$ cat config.mk
export PLATFORM = sky130hd
export DESIGN_NAME = axi_qport
export DESIGN_NICKNAME = d
export VERILOG_FILES = /design/src/rtl/axi_qport_pkg.sv /design/src/rtl/qport_lanes.sv /design/src/rtl/qport_fifo.sv /design/src/rtl/qport_wr.sv /design/src/rtl/qport_rd.sv /design/src/rtl/axi_qport.sv
export SDC_FILE = /design/constraint.sdc
export NUM_CORES = 1
export LEC_CHECK = 0
export BUFFER_PORTS_ARGS = -buffer_cell sky130_fd_sc_hd__buf_2
export CAP_MARGIN = 20
export CORE_UTILIZATION = 50
export CTS_BUF_LIST = sky130_fd_sc_hd__clkbuf_8
export CTS_CLUSTER_DIAMETER = 40
export CTS_CLUSTER_SIZE = 8
export DETAILED_ROUTE_END_ITERATION = 10
export PLACE_DENSITY = 0.79
export SKIP_CTS_REPAIR_TIMING = 1
export SLEW_MARGIN = 20
export SYNTH_ARGS = -nofsm -noshare
export SYNTH_HDL_FRONTEND = slang
export SYNTH_HIERARCHICAL = 1
export SYNTH_SLANG_ARGS = --single-unit
$ cat constraint.sdc
create_clock -name clk -period 4 [get_ports clk]
set_input_delay 0.8 -clock clk [delete_from_list [all_inputs] [get_ports clk]]
set_output_delay 0.8 -clock clk [all_outputs]
set_load 0.05 [all_outputs]
$ cat src/rtl/axi_qport_pkg.sv
package axi_qport_pkg;
   localparam logic [1:0] BURST_SAME  = 2'b00;
   localparam logic [1:0] RESP_OKAY   = 2'b00;
   localparam logic [1:0] RESP_SLVERR = 2'b10;

   typedef enum logic [1:0] {
      WR_IDLE = 2'd0,
      WR_DATA = 2'd1,
      WR_RESP = 2'd2
   } wr_state_e;

   typedef enum logic {
      RD_IDLE = 1'b0,
      RD_DATA = 1'b1
   } rd_state_e;
endpackage

$ cat src/rtl/qport_lanes.sv
module qport_lanes #(
   parameter int STRB_W = 4,
   localparam int LANE_AW = $clog2(STRB_W)
) (
   input  logic [LANE_AW-1:0] addr_lo,
   input  logic [2:0]         size,
   output logic [STRB_W-1:0]  lane_en,
   output logic               size_ok
);
   assign size_ok = ({29'd0, size} <= LANE_AW);

   for (genvar g = 0; g < STRB_W; g++) begin : g_lane
      assign lane_en[g] = ((LANE_AW'(g) >> size) == (addr_lo >> size));
   end
endmodule

$ cat src/rtl/qport_fifo.sv
module qport_fifo #(
   parameter int WIDTH = 32,
   parameter int DEPTH = 16,
   localparam int PTR_W = (DEPTH > 1) ? $clog2(DEPTH) : 1,
   localparam int CNT_W = $clog2(DEPTH + 1)
) (
   input  logic             clk,
   input  logic             rst_n,
   input  logic             push,
   input  logic [WIDTH-1:0] push_data,
   input  logic             pop,
   output logic [WIDTH-1:0] head,
   output logic             full,
   output logic             empty,
   output logic [CNT_W-1:0] count
);
   localparam bit POW2 = ((1 << PTR_W) == DEPTH);

   logic [WIDTH-1:0] mem [DEPTH];
   logic [PTR_W-1:0] wr_ptr, rd_ptr, wr_nxt, rd_nxt;

   if (POW2) begin : g_wrap_free
      assign wr_nxt = wr_ptr + 1'b1;
      assign rd_nxt = rd_ptr + 1'b1;
   end else begin : g_wrap_cmp
      assign wr_nxt = (wr_ptr == PTR_W'(DEPTH - 1)) ? '0 : wr_ptr + 1'b1;
      assign rd_nxt = (rd_ptr == PTR_W'(DEPTH - 1)) ? '0 : rd_ptr + 1'b1;
   end

   assign full  = (count == CNT_W'(DEPTH));
   assign empty = (count == '0);
   assign head  = mem[rd_ptr];

   always_ff @(posedge clk) begin
      if (push) mem[wr_ptr] <= push_data;
   end

   always_ff @(posedge clk) begin
      if (!rst_n) begin
         wr_ptr <= '0;
         rd_ptr <= '0;
         count  <= '0;
      end else begin
         if (push) wr_ptr <= wr_nxt;
         if (pop)  rd_ptr <= rd_nxt;
         case ({push, pop})
            2'b10:   count <= count + 1'b1;
            2'b01:   count <= count - 1'b1;
            default: count <= count;
         endcase
      end
   end
endmodule

$ cat src/rtl/qport_wr.sv
module qport_wr
   import axi_qport_pkg::*;
#(
   parameter int ADDR_W = 32,
   parameter int DATA_W = 32,
   parameter int ID_W   = 4,
   parameter int MAX_LEN = 16,
   parameter logic [ADDR_W-1:0] PORT_ADDR = 'h4000,
   localparam int STRB_W  = DATA_W / 8,
   localparam int LANE_AW = $clog2(STRB_W)
) (
   input  logic              clk,
   input  logic              rst_n,
   input  logic [ID_W-1:0]   awid,
   input  logic [ADDR_W-1:0] awaddr,
   input  logic [7:0]        awlen,
   input  logic [2:0]        awsize,
   input  logic [1:0]        awburst,
   input  logic              awvalid,
   output logic              awready,
   input  logic [DATA_W-1:0] wdata,
   input  logic [STRB_W-1:0] wstrb,
   input  logic              wlast,
   input  logic              wvalid,
   output logic              wready,
   output logic [ID_W-1:0]   bid,
   output logic [1:0]        bresp,
   output logic              bvalid,
   input  logic              bready,
   input  logic              q_full,
   output logic              push,
   output logic [DATA_W-1:0] push_data
);
   wr_state_e         st;
   logic [ID_W-1:0]   id_q;
   logic [7:0]        len_q, cnt_q;
   logic              ok_q, err_q;
   logic [STRB_W-1:0] lane_q, aw_lanes;
   logic [1:0]        bresp_q;
   logic              aw_size_ok, aw_ok, w_fire, last_beat, wlast_bad;

   qport_lanes #(.STRB_W(STRB_W)) u_lanes (
      .addr_lo (awaddr[LANE_AW-1:0]),
      .size    (awsize),
      .lane_en (aw_lanes),
      .size_ok (aw_size_ok)
   );

   assign aw_ok = (awburst == BURST_SAME)
               && (awaddr[ADDR_W-1:LANE_AW] == PORT_ADDR[ADDR_W-1:LANE_AW])
               && (awlen < 8'(MAX_LEN))
               && aw_size_ok;

   assign awready   = (st == WR_IDLE);
   assign wready    = (st == WR_DATA) && (!ok_q || !q_full);
   assign w_fire    = wvalid && wready;
   assign last_beat = (cnt_q == len_q);
   assign wlast_bad = (wlast != last_beat);
   assign push      = w_fire && ok_q;
   assign bvalid    = (st == WR_RESP);
   assign bid       = id_q;
   assign bresp     = bresp_q;

   for (genvar b = 0; b < STRB_W; b++) begin : g_byte
      assign push_data[8*b +: 8] = wdata[8*b +: 8] & {8{wstrb[b] & lane_q[b]}};
   end

   always_ff @(posedge clk) begin
      if (!rst_n) begin
         st      <= WR_IDLE;
         id_q    <= '0;
         len_q   <= '0;
         cnt_q   <= '0;
         ok_q    <= 1'b0;
         err_q   <= 1'b0;
         lane_q  <= '0;
         bresp_q <= RESP_OKAY;
      end else begin
         case (st)
            WR_IDLE: if (awvalid) begin
               st     <= WR_DATA;
               id_q   <= awid;
               len_q  <= awlen;
               cnt_q  <= '0;
               ok_q   <= aw_ok;
               err_q  <= !aw_ok;
               lane_q <= aw_lanes;
            end
            WR_DATA: if (w_fire) begin
               cnt_q <= cnt_q + 8'd1;
               if (wlast_bad) err_q <= 1'b1;
               if (last_beat) begin
                  st      <= WR_RESP;
                  bresp_q <= (err_q || wlast_bad) ? RESP_SLVERR : RESP_OKAY;
               end
            end
            WR_RESP: if (bready) st <= WR_IDLE;
            default: st <= WR_IDLE;
         endcase
      end
   end
endmodule

$ cat src/rtl/qport_rd.sv
module qport_rd
   import axi_qport_pkg::*;
#(
   parameter int ADDR_W = 32,
   parameter int DATA_W = 32,
   parameter int ID_W   = 4,
   parameter int MAX_LEN = 16,
   parameter logic [ADDR_W-1:0] PORT_ADDR = 'h4000,
   localparam int STRB_W  = DATA_W / 8,
   localparam int LANE_AW = $clog2(STRB_W)
) (
   input  logic              clk,
   input  logic              rst_n,
   input  logic [ID_W-1:0]   arid,
   input  logic [ADDR_W-1:0] araddr,
   input  logic [7:0]        arlen,
   input  logic [2:0]        arsize,
   input  logic [1:0]        arburst,
   input  logic              arvalid,
   output logic              arready,
   output logic [ID_W-1:0]   rid,
   output logic [DATA_W-1:0] rdata,
   output logic [1:0]        rresp,
   output logic              rlast,
   output logic              rvalid,
   input  logic              rready,
   input  logic              q_empty,
   input  logic [DATA_W-1:0] q_head,
   output logic              pop
);
   rd_state_e         st;
   logic [ID_W-1:0]   id_q;
   logic [7:0]        len_q, cnt_q;
   logic              ok_q;
   logic [STRB_W-1:0] lane_q, ar_lanes;
   logic              ar_size_ok, ar_ok, r_fire;

   qport_lanes #(.STRB_W(STRB_W)) u_lanes (
      .addr_lo (araddr[LANE_AW-1:0]),
      .size    (arsize),
      .lane_en (ar_lanes),
      .size_ok (ar_size_ok)
   );

   assign ar_ok = (arburst == BURST_SAME)
               && (araddr[ADDR_W-1:LANE_AW] == PORT_ADDR[ADDR_W-1:LANE_AW])
               && (arlen < 8'(MAX_LEN))
               && ar_size_ok;

   assign arready = (st == RD_IDLE);
   assign rvalid  = (st == RD_DATA) && (!ok_q || !q_empty);
   assign r_fire  = rvalid && rready;
   assign pop     = r_fire && ok_q;
   assign rlast   = (cnt_q == len_q);
   assign rresp   = ok_q ? RESP_OKAY : RESP_SLVERR;
   assign rid     = id_q;

   for (genvar b = 0; b < STRB_W; b++) begin : g_byte
      assign rdata[8*b +: 8] = q_head[8*b +: 8] & {8{ok_q & lane_q[b]}};
   end

   always_ff @(posedge clk) begin
      if (!rst_n) begin
         st     <= RD_IDLE;
         id_q   <= '0;
         len_q  <= '0;
         cnt_q  <= '0;
         ok_q   <= 1'b0;
         lane_q <= '0;
      end else begin
         case (st)
            RD_IDLE: if (arvalid) begin
               st     <= RD_DATA;
               id_q   <= arid;
               len_q  <= arlen;
               cnt_q  <= '0;
               ok_q   <= ar_ok;
               lane_q <= ar_lanes;
            end
            RD_DATA: if (r_fire) begin
               cnt_q <= cnt_q + 8'd1;
               if (rlast) st <= RD_IDLE;
            end
            default: st <= RD_IDLE;
         endcase
      end
   end
endmodule

$ cat src/rtl/axi_qport.sv
module axi_qport #(
   parameter int ADDR_W  = 32,
   parameter int DATA_W  = 32,
   parameter int ID_W    = 4,
   parameter int DEPTH   = 16,
   parameter int MAX_LEN = 16,
   parameter logic [ADDR_W-1:0] PORT_ADDR = 'h4000
) (
   input  logic                clk,
   input  logic                rst_n,
   input  logic [ID_W-1:0]     awid,
   input  logic [ADDR_W-1:0]   awaddr,
   input  logic [7:0]          awlen,
   input  logic [2:0]          awsize,
   input  logic [1:0]          awburst,
   input  logic                awvalid,
   output logic                awready,
   input  logic [DATA_W-1:0]   wdata,
   input  logic [DATA_W/8-1:0] wstrb,
   input  logic                wlast,
   input  logic                wvalid,
   output logic                wready,
   output logic [ID_W-1:0]     bid,
   output logic [1:0]          bresp,
   output logic                bvalid,
   input  logic                bready,
   input  logic [ID_W-1:0]     arid,
   input  logic [ADDR_W-1:0]   araddr,
   input  logic [7:0]          arlen,
   input  logic [2:0]          arsize,
   input  logic [1:0]          arburst,
   input  logic                arvalid,
   output logic                arready,
   output logic [ID_W-1:0]     rid,
   output logic [DATA_W-1:0]   rdata,
   output logic [1:0]          rresp,
   output logic                rlast,
   output logic                rvalid,
   input  logic                rready
);
   localparam int CNT_W = $clog2(DEPTH + 1);

   if (DATA_W < 16 || (DATA_W % 8) != 0 || (DATA_W & (DATA_W - 1)) != 0) begin : g_bad_data_w
      $error("axi_qport: DATA_W must be a power of two of at least 16");
   end
   if (MAX_LEN < 1 || MAX_LEN > 16) begin : g_bad_max_len
      $error("axi_qport: MAX_LEN must lie in 1..16 for same-address bursts");
   end
   if (DEPTH < 2) begin : g_bad_depth
      $error("axi_qport: DEPTH must be at least 2");
   end
   if (ID_W < 1 || ID_W > 4) begin : g_bad_id_w
      $error("axi_qport: ID_W must lie in 1..4");
   end

   logic              fifo_push, fifo_pop, fifo_full, fifo_empty;
   logic [DATA_W-1:0] fifo_wdata, fifo_head;
   logic [CNT_W-1:0]  fifo_count;

   qport_wr #(
      .ADDR_W(ADDR_W), .DATA_W(DATA_W), .ID_W(ID_W),
      .MAX_LEN(MAX_LEN), .PORT_ADDR(PORT_ADDR)
   ) u_wr (
      .clk(clk), .rst_n(rst_n),
      .awid(awid), .awaddr(awaddr), .awlen(awlen), .awsize(awsize),
      .awburst(awburst), .awvalid(awvalid), .awready(awready),
      .wdata(wdata), .wstrb(wstrb), .wlast(wlast), .wvalid(wvalid), .wready(wready),
      .bid(bid), .bresp(bresp), .bvalid(bvalid), .bready(bready),
      .q_full(fifo_full), .push(fifo_push), .push_data(fifo_wdata)
   );

   qport_rd #(
      .ADDR_W(ADDR_W), .DATA_W(DATA_W), .ID_W(ID_W),
      .MAX_LEN(MAX_LEN), .PORT_ADDR(PORT_ADDR)
   ) u_rd (
      .clk(clk), .rst_n(rst_n),
      .arid(arid), .araddr(araddr), .arlen(arlen), .arsize(arsize),
      .arburst(arburst), .arvalid(arvalid), .arready(arready),
      .rid(rid), .rdata(rdata), .rresp(rresp), .rlast(rlast),
      .rvalid(rvalid), .rready(rready),
      .q_empty(fifo_empty), .q_head(fifo_head), .pop(fifo_pop)
   );

   qport_fifo #(.WIDTH(DATA_W), .DEPTH(DEPTH)) u_fifo (
      .clk(clk), .rst_n(rst_n),
      .push(fifo_push), .push_data(fifo_wdata), .pop(fifo_pop),
      .head(fifo_head), .full(fifo_full), .empty(fifo_empty), .count(fifo_count)
   );
endmodule

### Yosys cells after proc, flatten, opt, wreduce, memory -nomap -nowiden

Memory sizes are Yosys's and may differ from the RTL's. A register that Yosys moved wholly into a read port is not among the register bits.
Cells that the tools add are included.

| cells by class | value |
|---|---|
| shifts and indexed selects | 10 |
| bitwise gates (word level) | 17 |
| magnitude comparators | 4 |
| $add $sub $neg | 6 |
| multiplexer cells | 26 |
| reduce and logical (&&, ||, !) cells | 33 |
| equality and inequality tests | 25 |

Operators with widths:

| cell | number |
|---|---|
| 8-bit bitwise AND | 8 |
| 30-bit by 13-bit == test with 1-bit output (second input constant) | 2 |
| 8-bit 2-to-1 mux | 4 |
| 8-bit one-hot mux with 2 select lines | 2 |
| 8-bit by 1-bit adder with 8-bit output (second input constant) | 2 |
| 2-bit == test | 8 |
| 8-bit == test | 2 |
| 8-bit by 5-bit < comparator with 1-bit output (second input constant) | 2 |
| 1-bit logical AND | 12 |
| 2-bit 2-to-1 mux | 6 |
| 1-bit by 3-bit >> shifter with 2-bit output (first input constant) | 4 |
| 2-bit by 3-bit >> shifter with 2-bit output (first input constant) | 4 |
| 5-bit one-hot mux with 2 select lines | 1 |
| 4-bit by 1-bit adder with 4-bit output (second input constant) | 2 |
| 1-bit bitwise AND | 8 |
| 1-bit 2-to-1 mux | 8 |
| 4-bit 2-to-1 mux | 2 |
| 2-bit by 1-bit inequality test with 1-bit output (second input constant) | 4 |
| 4-bit AND reduction | 2 |
| 3-bit by 2-bit <= comparator with 1-bit output (second input constant) | 2 |
| 2-bit zero test | 3 |
| 2-bit inequality test (second input constant) | 3 |
| 2-bit one-hot mux with 3 select lines | 1 |
| 2-bit AND reduction | 3 |
| other kinds (14) | 26 |

| word-level totals | value |
|---|---|
| output and inout port bits | 50 |
| bits in registers | 69 |
| memories kept | 1 |
| bits in writable memories | 512 |

Memories:

| memory | words | width | read ports | clocked after memory_dff | wr ports | RTL line | source |
|---|---|---|---|---|---|---|---|
| u_fifo.mem | 16 | 32 | 1 | 1 | 1 | qport_fifo.sv:19 | `logic [WIDTH-1:0] mem [DEPTH];` |

### Longest topological paths before layout

| depth | value |
|---|---|
| depth in word-level cells | 8 |
| gate-level depth with buffers | 14 |
| depth with buffers taken out | 13 |

### Hierarchy

Netlist, hierarchy kept.

Modules (own cells, without submodules):

| module | area an instance (sq um) | seq. area each (sq um) | cells each | times used |
|---|---|---|---|---|
| qport_fifo | 20094.3 | 15715.1 | 896 | 1 |
| qport_wr | 1574.0 | 580.6 | 200 | 1 |
| qport_rd | 1467.7 | 520.5 | 185 | 1 |
| qport_lanes | 45.0 | 0.0 | 9 | 2 |

### Worst setup path before layout

No wires, ideal clock.

| timing | value |
|---|---|
| path kind | reg2reg |
| start point | register u_fifo.count[0] |
| end point | register u_fifo.count[4] |
| buffers on the path | 1 |
| stages on the path, launching flop included | 15 |
| period minus slack after synthesis | 3.150 ns |
| path slack | 0.850 ns |
| data arrival time | 3.086 ns |
| library setup time | 0.064 ns |
| cells stage by stage | dfxtp_1 or4_1 nor2_1 nand2_1 and3_1 and2_1 clkbuf_1 inv_1 ha_1 xor2_1 ha_1 a21oi_1 a221oi_1 or4b_1 nand4_1 |

| between the ends | value |
|---|---|
| longest elaborated chain between the ends | 8 |

Ends and longest elaborated chain:

| what | RTL line | source |
|---|---|---|
| from (decl) | qport_fifo.sv:15 | `output logic [CNT_W-1:0] count` |
| from (signal assigned) | qport_fifo.sv:47 | `2'b10: count <= count + 1'b1;` |
| from (signal assigned) | qport_fifo.sv:48 | `2'b01: count <= count - 1'b1;` |
| from (signal assigned) | qport_fifo.sv:49 | `default: count <= count;` |
| 5-bit == test * | qport_fifo.sv:30 | `assign full = (count == CNT_W'(DEPTH));` |
| net fifo_full | axi_qport.sv:56 | `logic fifo_push, fifo_pop, fifo_full, fifo_empty;` |
| 1-bit zero test * | qport_wr.sv:55 | `assign wready = (st == WR_DATA) && (!ok_q \|\| !q_full);` |
| 1-bit logical OR * | qport_wr.sv:55 |  |
| 1-bit logical AND * | qport_wr.sv:55 |  |
| 1-bit logical AND * | qport_wr.sv:56 | `assign w_fire = wvalid && wready;` |
| 1-bit logical AND * | qport_wr.sv:59 | `assign push = w_fire && ok_q;` |
| net fifo_push | axi_qport.sv:56 |  |
| 2-bit by 1-bit == test with 1-bit output or 2-bit == test (tied branches) | qport_fifo.sv:46 | `case ({push, pop})` |
| 5-bit one-hot mux with 2 select lines or 2-bit nonzero test (tied branches) | - |  |

Mark *: on every way through the listed nets, which the timed path passes. The rest lies on a longest branch.
A chain may end at the register's enable or synchronous reset.

==> results.cfg <==
[outcome]
status = completed

[synthesis]
synth_cells = 1299
synth-compound-area-share = 0.0412
synth_ff_type = edfxtp_1
yosysMostFrequentCell = edfxtp_1
ys_types = 51
syn_area_um2 = 23200
synthArstFlopShare = 0
synthTopCellsByCount = edfxtp_1 (512), mux4_2 (128), nand2_1 (115), dfxtp_1 (72), and3_1 (70)
synthXorXnorAreaFrac = 0.0128
synth-edff-count = 512
postSynthAreaPerCell_um2 = 17.9
yosys_warnings = 6
synthMuxAreaShare = 0.126
synth-simple-area-share = 0.0755
ys_seq_area_frac = 0.724
synth_top_area_frac = 0.662
syn_nets = 1452
netlist_top_cells_area = edfxtp_1 (66%), mux4_2 (12%), dfxtp_1 (6.2%)
synth_seq_cells = 584
synth_top_family_by_area = multiplexers
synth_adder_area_share = 0.00593
synth_top_cell_by_area = edfxtp_1

[sta]
min_period_ps = 3680
tightest_slew_ps = 739
post-route-period-util = 0.920
finalSetupTns_ps = 0
setup_ws_ps = 321
max_slew_margin = 0.507
finClkSkew_ps = 27.6
holdWs_ps = 426
finalHoldViolCount = 0
timing.fmax_mhz = 272
rsz0062_at_grt = no
slew_violations = 0
final-setup-viol-count = 0

[clock_network]
cts_tree = done
path_clk_slew_ps = 70
clk_latency_ps = 640
clock-sinks = 584
cts_inserted_buffers = 89
cts_buffer_depth = 3
cts_htree_levels = 3
clock-root-buffer = clkbuf_8

[placed_design]
post-place-ws_ps = 567
routabilityCongestion = 0.792
io_buffers = 189
dp_hpwl_um = 29800

[routing]
ant_nets = 0
initialDrtViolationCount = 1097
wl_um = 52000
via_per_inst = 5.97
drc = 0
dr_total_vias = 13000
wl_per_cell_um = 23.8
dr.pass1.iters = 5

[floorplan]
core-area_um2 = 45600
initial_utilization = 0.510
fp.dieH_um = 218
rows = 78
dieArea_um2 = 47300
io_pins = 192
die_x_um = 218

[pwr]
leakage_nw = 9.86
vdd_drop_max_v = 0.000219
design_power_total_mw = 11.3
powerDensity_nw_per_um2 = 426

[global_route]
grt_pass1_vias = 13400
grt_max_degree = 52
grt_pass1_wl_um = 77700
grtUsageTotal = 0.222
antenna_found_initial = 1
grt_remaining_overflow = 0

[finish]
nNetsFinal = 1702
area_growth_pct = 14.4
drive_gt1_frac = 0.309

[setup_path]
rr_startpoint = u_fifo/count[0]
critPathRequiredTime_ps = 3200
start_kind = register
cp_max_fo = 42
worstSetupPathType = reg2out
cp.arrival_ps = 2880
end_kind = primary output

[run]
maxCapViolations = 0

[min_path]
hold_path.startpoint = awid[0]
holdCritPathClass = in2reg
cells in the final DEF (no fill, tap or decap), drive strengths merged, types with 4 or more instances in the layout:
master and n:
edfxtp 512, buf 222, mux4 128, nand2 116
clkbuf 89, dfxtp 72, and3 71, a22oi 64
a21boi 36, and2 30, inv 28, xnor2 26
nor2 25, nor4 16, nand3 15, o21ai 15
nand4 14, ha 11, nor2b 10, a21oi 9
clkinv 9, xor2 8, nand4b 5, nor4b 5
nor3b 5, clkinvlp 4, mux2i 4
final timing paths:
path | endpoint | slack [ps] | depth (start not counted)
setup / recovery | rdata[27] | 320 | 6
setup reg to reg | u_fifo/count[4] | 520 | 13
hold reg to reg | u_wr/bid[0] | 470 | 2
hold / removal | u_wr/bid[0] | 430 | 3
registers in the layout, indices dropped and copies added, names as in the netlist, 5 cells and up, named ones only:
| register | cells |
|---|---|
| u_wr/len_q | 8 |
| u_rd/cnt_q | 8 |
| u_fifo/mem | 512 |
| u_rd/len_q | 8 |
| u_wr/cnt_q | 8 |
| u_fifo/count | 5 |
critical path, stage by stage (launching register included):
cell and delay (ps):
dfxtp_4 780, buf_4 360, mux4_2 330, a22oi_1 230, nand2_1 110, and3_1 190, buf_2 200
kinds of logic (layout without fill, tap and decap cells):
group | after synthesis | after routing
flip-flops | 584 | 584
XOR/XNOR | 34 | 34
buffers and inverters | 73 | 354
multiplexers | 132 | 132
adder cells (fa/ha/maj) | 11 | 11
other | 2 | 3
AND/OR/NAND/NOR | 330 | 330
AO/OA/AOI/OAI | 133 | 133
report_power, final:
group | switching (mW) | internal, mW
sequential | 0.0447 | 6.61
clock | 2.16 | 2.18
combinational | 0.202 | 0.114
layer usage:
metal | GRT usage | routed length [µm]
met1 | 0.291 | 20200
met3 | 0.0382 | 3990
met5 | 0 | 0
met4 | 0.0852 | 1490
met2 | 0.370 | 26300
final cells by class:
cell class	count	area (µm²)
fill	3277	19000
sequential	584	16800
multi-input combinational	642	6120
timing repair buffer	222	1360
clock buffer	89	1220
tap	600	751
clock inverter	33	256
inverter	10	37.5
antenna	1	2.50
metrics by stage:
stage | util | cells | instance area (µm²)
final | 0.583 | 2181 | 26600
after global routing | 0.583 | 2180 | 26600
after CTS | 0.583 | 2180 | 26600
after detailed placement | 0.551 | 2058 | 25100
after global placement | 0.551 | 2058 | 25100
after floorplan | - | 1299 | 23200
(Power assumes the default switching activity.)
